### src/rtl/sd_pkg.sv
`timescale 1ns/1ps
package sd_pkg;
  localparam int SD_W = 6;

  // Digit value: bit5 = -8, bits4..2 = 4,2,1, bits1..0 = +1 each.
  function automatic logic signed [5:0] sd_val(input logic [5:0] d);
    return $signed({{2{d[5]}}, d[5:2]}) + $signed({5'b0, d[1]}) + $signed({5'b0, d[0]});
  endfunction

  // Canonical encoding of a value in -8..9.
  function automatic logic [5:0] sd_enc(input logic signed [5:0] v);
    logic signed [5:0] m;
    m = v - 6'sd2;
    if (v > 6'sd7) return {m[3:0], 2'b11};
    else return {v[3:0], 2'b00};
  endfunction
endpackage

### src/rtl/sd_bcd_recode.sv
`timescale 1ns/1ps
module sd_bcd_recode import sd_pkg::*; #(
  parameter int DIGITS = 8
) (
  input  logic [4*DIGITS-1:0]    bcd,
  output logic [SD_W*DIGITS-1:0] sd
);
  // One logic level per digit: 8/9 become 6/7 plus both unit bits.
  for (genvar i = 0; i < DIGITS; i++) begin : g_dig
    logic [3:0] d;
    assign d = bcd[4*i +: 4];
    assign sd[SD_W*i +: SD_W] = d[3] ? {1'b0, 2'b11, d[0], 2'b11}
                                     : {1'b0, d[2:0], 2'b00};
  end
endmodule

### src/rtl/sd_addsub_core.sv
`timescale 1ns/1ps
module sd_addsub_core import sd_pkg::*; #(
  parameter int DIGITS = 8
) (
  input  logic                       op_sub,
  input  logic [SD_W*DIGITS-1:0]     a_sd,
  input  logic [SD_W*DIGITS-1:0]     b_sd,
  output logic [SD_W*(DIGITS+1)-1:0] sum_sd
);
  // Two-bit signed transfer per position boundary.
  logic [2*(DIGITS+1)-1:0] xfer;
  assign xfer[1:0] = 2'b00;

  for (genvar i = 0; i < DIGITS; i++) begin : g_pos
    logic signed [5:0] av, bv, s, w, t, r, tin;
    assign av  = sd_val(a_sd[SD_W*i +: SD_W]);
    assign bv  = sd_val(b_sd[SD_W*i +: SD_W]);
    assign s   = op_sub ? (av - bv) : (av + bv);
    assign t   = (s >= 6'sd9) ? 6'sd1 : ((s <= -6'sd8) ? -6'sd1 : 6'sd0);
    assign w   = (s >= 6'sd9) ? (s - 6'sd10) : ((s <= -6'sd8) ? (s + 6'sd10) : s);
    assign xfer[2*(i+1) +: 2] = t[1:0];
    assign tin = {{4{xfer[2*i+1]}}, xfer[2*i +: 2]};
    assign r   = w + tin;
    assign sum_sd[SD_W*i +: SD_W] = sd_enc(r);
  end

  assign sum_sd[SD_W*DIGITS +: SD_W] = sd_enc({{4{xfer[2*DIGITS+1]}}, xfer[2*DIGITS +: 2]});
endmodule

### src/rtl/sd_to_bcd.sv
`timescale 1ns/1ps
module sd_to_bcd import sd_pkg::*; #(
  parameter int ND = 9
) (
  input  logic [SD_W*ND-1:0] sd,
  output logic               neg,
  output logic [4*ND-1:0]    bcd
);
  logic signed [5:0] c, r;
  logic [4*ND-1:0]   raw, mag;
  logic [3:0]        m;
  logic              k;

  always_comb begin
    // Pass 1: ripple borrows/carries into ten's-complement digits.
    c = '0;
    r = '0;
    raw = '0;
    for (int i = 0; i < ND; i++) begin
      r = sd_val(sd[SD_W*i +: SD_W]) + c;
      if (r < 0) begin
        r = r + 6'sd10;
        c = -6'sd1;
      end else if (r > 6'sd9) begin
        r = r - 6'sd10;
        c = 6'sd1;
      end else begin
        c = '0;
      end
      raw[4*i +: 4] = r[3:0];
    end
    neg = c[5];
    // Pass 2: ten's complement of the raw digits for a negative result.
    k = 1'b1;
    m = '0;
    mag = '0;
    for (int i = 0; i < ND; i++) begin
      m = 4'd9 - raw[4*i +: 4] + {3'b000, k};
      if (m == 4'd10) begin
        mag[4*i +: 4] = 4'd0;
        k = 1'b1;
      end else begin
        mag[4*i +: 4] = m;
        k = 1'b0;
      end
    end
    bcd = neg ? mag : raw;
  end
endmodule

### src/rtl/sd_dec_adder.sv
`timescale 1ns/1ps
module sd_dec_adder import sd_pkg::*; #(
  parameter int DIGITS = 8
) (
  input  logic                       clk,
  input  logic                       rst,
  input  logic                       in_valid,
  input  logic                       op_sub,
  input  logic [4*DIGITS-1:0]        a_bcd,
  input  logic [4*DIGITS-1:0]        b_bcd,
  output logic                       out_valid,
  output logic                       out_neg,
  output logic [4*(DIGITS+1)-1:0]    out_bcd,
  output logic [SD_W*(DIGITS+1)-1:0] out_sd
);
  localparam int ND    = DIGITS + 1;
  localparam int OP_W  = SD_W * DIGITS;
  localparam int RES_W = SD_W * ND;

  logic [OP_W-1:0]  a_sd, b_sd;
  logic [RES_W-1:0] sum_d, sum_q;
  logic             v1;
  logic             neg_d;
  logic [4*ND-1:0]  bcd_d;

  sd_bcd_recode #(.DIGITS(DIGITS)) u_rec_a (.bcd(a_bcd), .sd(a_sd));
  sd_bcd_recode #(.DIGITS(DIGITS)) u_rec_b (.bcd(b_bcd), .sd(b_sd));

  sd_addsub_core #(.DIGITS(DIGITS)) u_core (
    .op_sub(op_sub), .a_sd(a_sd), .b_sd(b_sd), .sum_sd(sum_d)
  );

  always_ff @(posedge clk) begin
    if (rst) begin
      v1    <= 1'b0;
      sum_q <= '0;
    end else begin
      v1 <= in_valid;
      if (in_valid) sum_q <= sum_d;
    end
  end

  sd_to_bcd #(.ND(ND)) u_conv (.sd(sum_q), .neg(neg_d), .bcd(bcd_d));

  always_ff @(posedge clk) begin
    if (rst) begin
      out_valid <= 1'b0;
      out_neg   <= 1'b0;
      out_bcd   <= '0;
      out_sd    <= '0;
    end else begin
      out_valid <= v1;
      if (v1) begin
        out_neg <= neg_d;
        out_bcd <= bcd_d;
        out_sd  <= sum_q;
      end
    end
  end
endmodule

### config.mk
export PLATFORM = sky130hd
export DESIGN_NAME = sd_dec_adder
export DESIGN_NICKNAME = d
export VERILOG_FILES = /design/src/rtl/sd_pkg.sv /design/src/rtl/sd_bcd_recode.sv /design/src/rtl/sd_addsub_core.sv /design/src/rtl/sd_to_bcd.sv /design/src/rtl/sd_dec_adder.sv
export SDC_FILE = /design/constraint.sdc
export NUM_CORES = 1
export LEC_CHECK = 0
export ABC_AREA = 1
export BUFFER_PORTS_ARGS = -buffer_cell sky130_fd_sc_hd__buf_2
export CAP_MARGIN = 20
export CORE_MARGIN = 10
export CORE_UTILIZATION = 50
export DETAILED_ROUTE_END_ITERATION = 7
export HOLD_SLACK_MARGIN = 0.03
export PLACE_DENSITY = 0.71
export SLEW_MARGIN = 20
export SYNTH_ARGS = -nofsm -noshare
export SYNTH_HDL_FRONTEND = slang
export SYNTH_SLANG_ARGS = --single-unit
### constraint.sdc
create_clock -name clk -period 28.6 [get_ports clk]
set_clock_uncertainty 0.1 [all_clocks]
set_input_delay 8.58 -clock clk [delete_from_list [all_inputs] [get_ports clk]]
set_output_delay 8.58 -clock clk [all_outputs]
set_load 0.01 [all_outputs]
==> metrics <==
nets around 2600; Syn Inst Count 2182; slowest CP cell a21oi_1; worst hold path depth 2; post-synth cell types between 50 and 60; clock slew at reported path FFs 0.06 ns; Die X-Extent ~190 um; status finished clean; clk root buf clkbuf_16; initial DRC count 654; layout cell share with drive strength beyond 1 11.99%; cts hold-fix bufs 0; Area growth syn-to-layout 10.77%; R2R cell count 74; largest net degree at the start of global routing 82; routed length per instance 12.93 um; Final setup viols 0; GP Congestion 0.8598; WP data required 28.82 ns; post-route ant nets 0; CP endpoint kind flip-flop; Clock Latency Late Sink 0.43 ns; first-pass GRT wire length 60750 um; Vias/cell 5.103; final period utilization about half; headroom to the max-slew limit between 30% and 40%; initial antenna violation count 0; final number of max-transition violations 0; Longest Clk Path Bufs 2; GRT Util Overall 18.26%; DRT Pass-1 Iters 5; Die Ht 194.7 um; CTS resizes 0; prevailing post-synth register cell dfxtp_1; port bufs 159; EDFF count, synth 0; Ports 160; GR Overflow Total 0; H-tree levels 4; DRT Wirelength 35020 um; DP Wirelength between 20000 and 30000 um; asr flop ratio synth 0%; Ant. Diodes 0; TNS Setup 0 ns; synthesized area per cell between 6 and 7 um2; max cap viols 0; Fmax 71.46 MHz; Ys Warns 0; Crit path top cell by count nand2_1; crit-path max FO 34; vias 13820; number of global-route vias before repair 13340; postcts setup bufs 0; detailed-route DRC error count 0; TritonCTS sink count ~130; critical path class in -> reg; worst min path class reg -> reg; WP data arrival around 14 ns; Core Box Area 29870 um2; Mapped Area 15260 um2; RSZ-0062 raised after global routing false; CTS tree done; Seq/Total Area, Yosys 16.39%; register bit count reported by yosys 125; min Tclk post-route roughly 14 ns; full die area 37920 um2; total CTS buffers 17; Std-Cell Rows 63; Initial Util 51.09%; Max stage delay on crit path ~0.55 ns; Worst Setup Start Kind primary input; syn nets about 2500; final hold viol count 0; Worst-Margin Slew 0.9646 ns
==> worst max-delay path: cells and delay by family <==
kind / cells / cell delay (ns)
AOI/OAI and AO/OA: 9 / 2.33
adders and majority gates: 2 / 0.60
xor gates and xnor gates: 4 / 0.59
and+or+nand+nor: 11 / 0.90
buffers and inverters: 6 / 1.14
==> per-stage QoR <==
step | hold slack, ns | cells | utilization, % | setup slack [ns] | area (um2)
2_1_floorplan | 0.3657 | 2182 | - | 14.97 | 15260
3_3_place_gp | 0.3505 | 2677 | 54.61 | 14.39 | 16310
3_5_place_dp | 0.3520 | 2677 | 54.61 | 14.12 | 16310
4_1_cts | 0.3600 | 2709 | 56.59 | 14.56 | 16910
5_1_grt | 0.3845 | 2709 | 56.59 | 13.84 | 16910
6_report | 0.3575 | 2709 | 56.59 | 14.61 | 16910
==> sequential cells by signal, indices dropped and copies added, names as in the netlist <==
name,count
v1,1
out_sd,43
sum_q,43
out_bcd,36
out_valid,1
out_neg,1
==> synth_stat cells (all sizes together), types with 6 or more instances <==
library cell / n / share of area (%)
a211oi: 17 / 0.84
a21oi: 178 / 5.9
a31oi: 30 / 1.2
buf: 16 / 0.69
clkbuf: 41 / 1.0
dfxtp: 125 / 16
fa: 23 / 3.0
ha: 232 / 19
inv: 352 / 8.7
nand2: 397 / 10
nand3: 100 / 3.9
nand4: 12 / 1.0
nor2: 111 / 2.8
nor3: 6 / 0.20
nor4: 6 / 0.25
o211ai: 12 / 0.59
o21ai: 201 / 6.6
o22ai: 29 / 1.2
or2: 26 / 1.1
xnor2: 66 / 3.8
xor2: 175 / 10
==> cells by family (layout without fill, tap and decap cells) <==
logic type               count (synthesis)  count (layout)  share of synthesized area, %
AO/OA/AOI/OAI                          487             487                         17.48
XOR/XNOR                               241             241                         13.88
adder cells (fa/ha/maj)                255             255                         22.03
buffers and inverters                  410             547                         10.39
flip-flops                             125             125                         16.39
AND/OR/NAND/NOR                        664             664                         19.82
==> per-layer routing <==
| metal | wire length, um | GRT usage [%] | vias up |
|---|---|---|---|
| met5 | 0 | 0 | - |
| met4 | 422 | 4.259 | 0 |
| met3 | 1539 | 3.132 | 33 |
| met2 | 15700 | 30.46 | 255 |
| met1 | 17350 | 23.89 | 6138 |
| li1 | - | - | 7398 |
==> placed cells by master (no fill, tap or decap), drive strengths merged, types with 29 or more instances in the layout <==
| master | count |
|---|---|
| o22ai | 29 |
| nand3 | 100 |
| inv | 354 |
| nand2 | 397 |
| xnor2 | 66 |
| dfxtp | 125 |
| xor2 | 175 |
| o21ai | 201 |
| nor2 | 111 |
| a21oi | 178 |
| ha | 232 |
| buf | 162 |
| a31oi | 30 |
==> layout make-up <==
cell class	instances	area [um2]
multi-input cells	1647	11170
clock buffers	19	452.9
flip-flops and latches	125	2506
well taps	390	488.0
repair buffers	162	818.3
clock inverters	13	140.1
inverters	353	1328
fillers	2842	12970
==> final timing paths <==
check                    startpoint                        to  slack (ns)
max                          op_sub    sum_q[35]$_SDFFE_PP0P_       14.61
min reg2reg  out_sd[2]$_SDFFE_PP0P_    out_sd[2]$_SDFFE_PP0P_        0.36
max reg2reg   sum_q[8]$_SDFFE_PP0P_  out_bcd[35]$_SDFFE_PP0P_       15.39
min          out_sd[2]$_SDFFE_PP0P_    out_sd[2]$_SDFFE_PP0P_        0.36
Power is not shown: default switching activity piles up to over one toggle a cycle in this logic, so the estimate is an artifact.
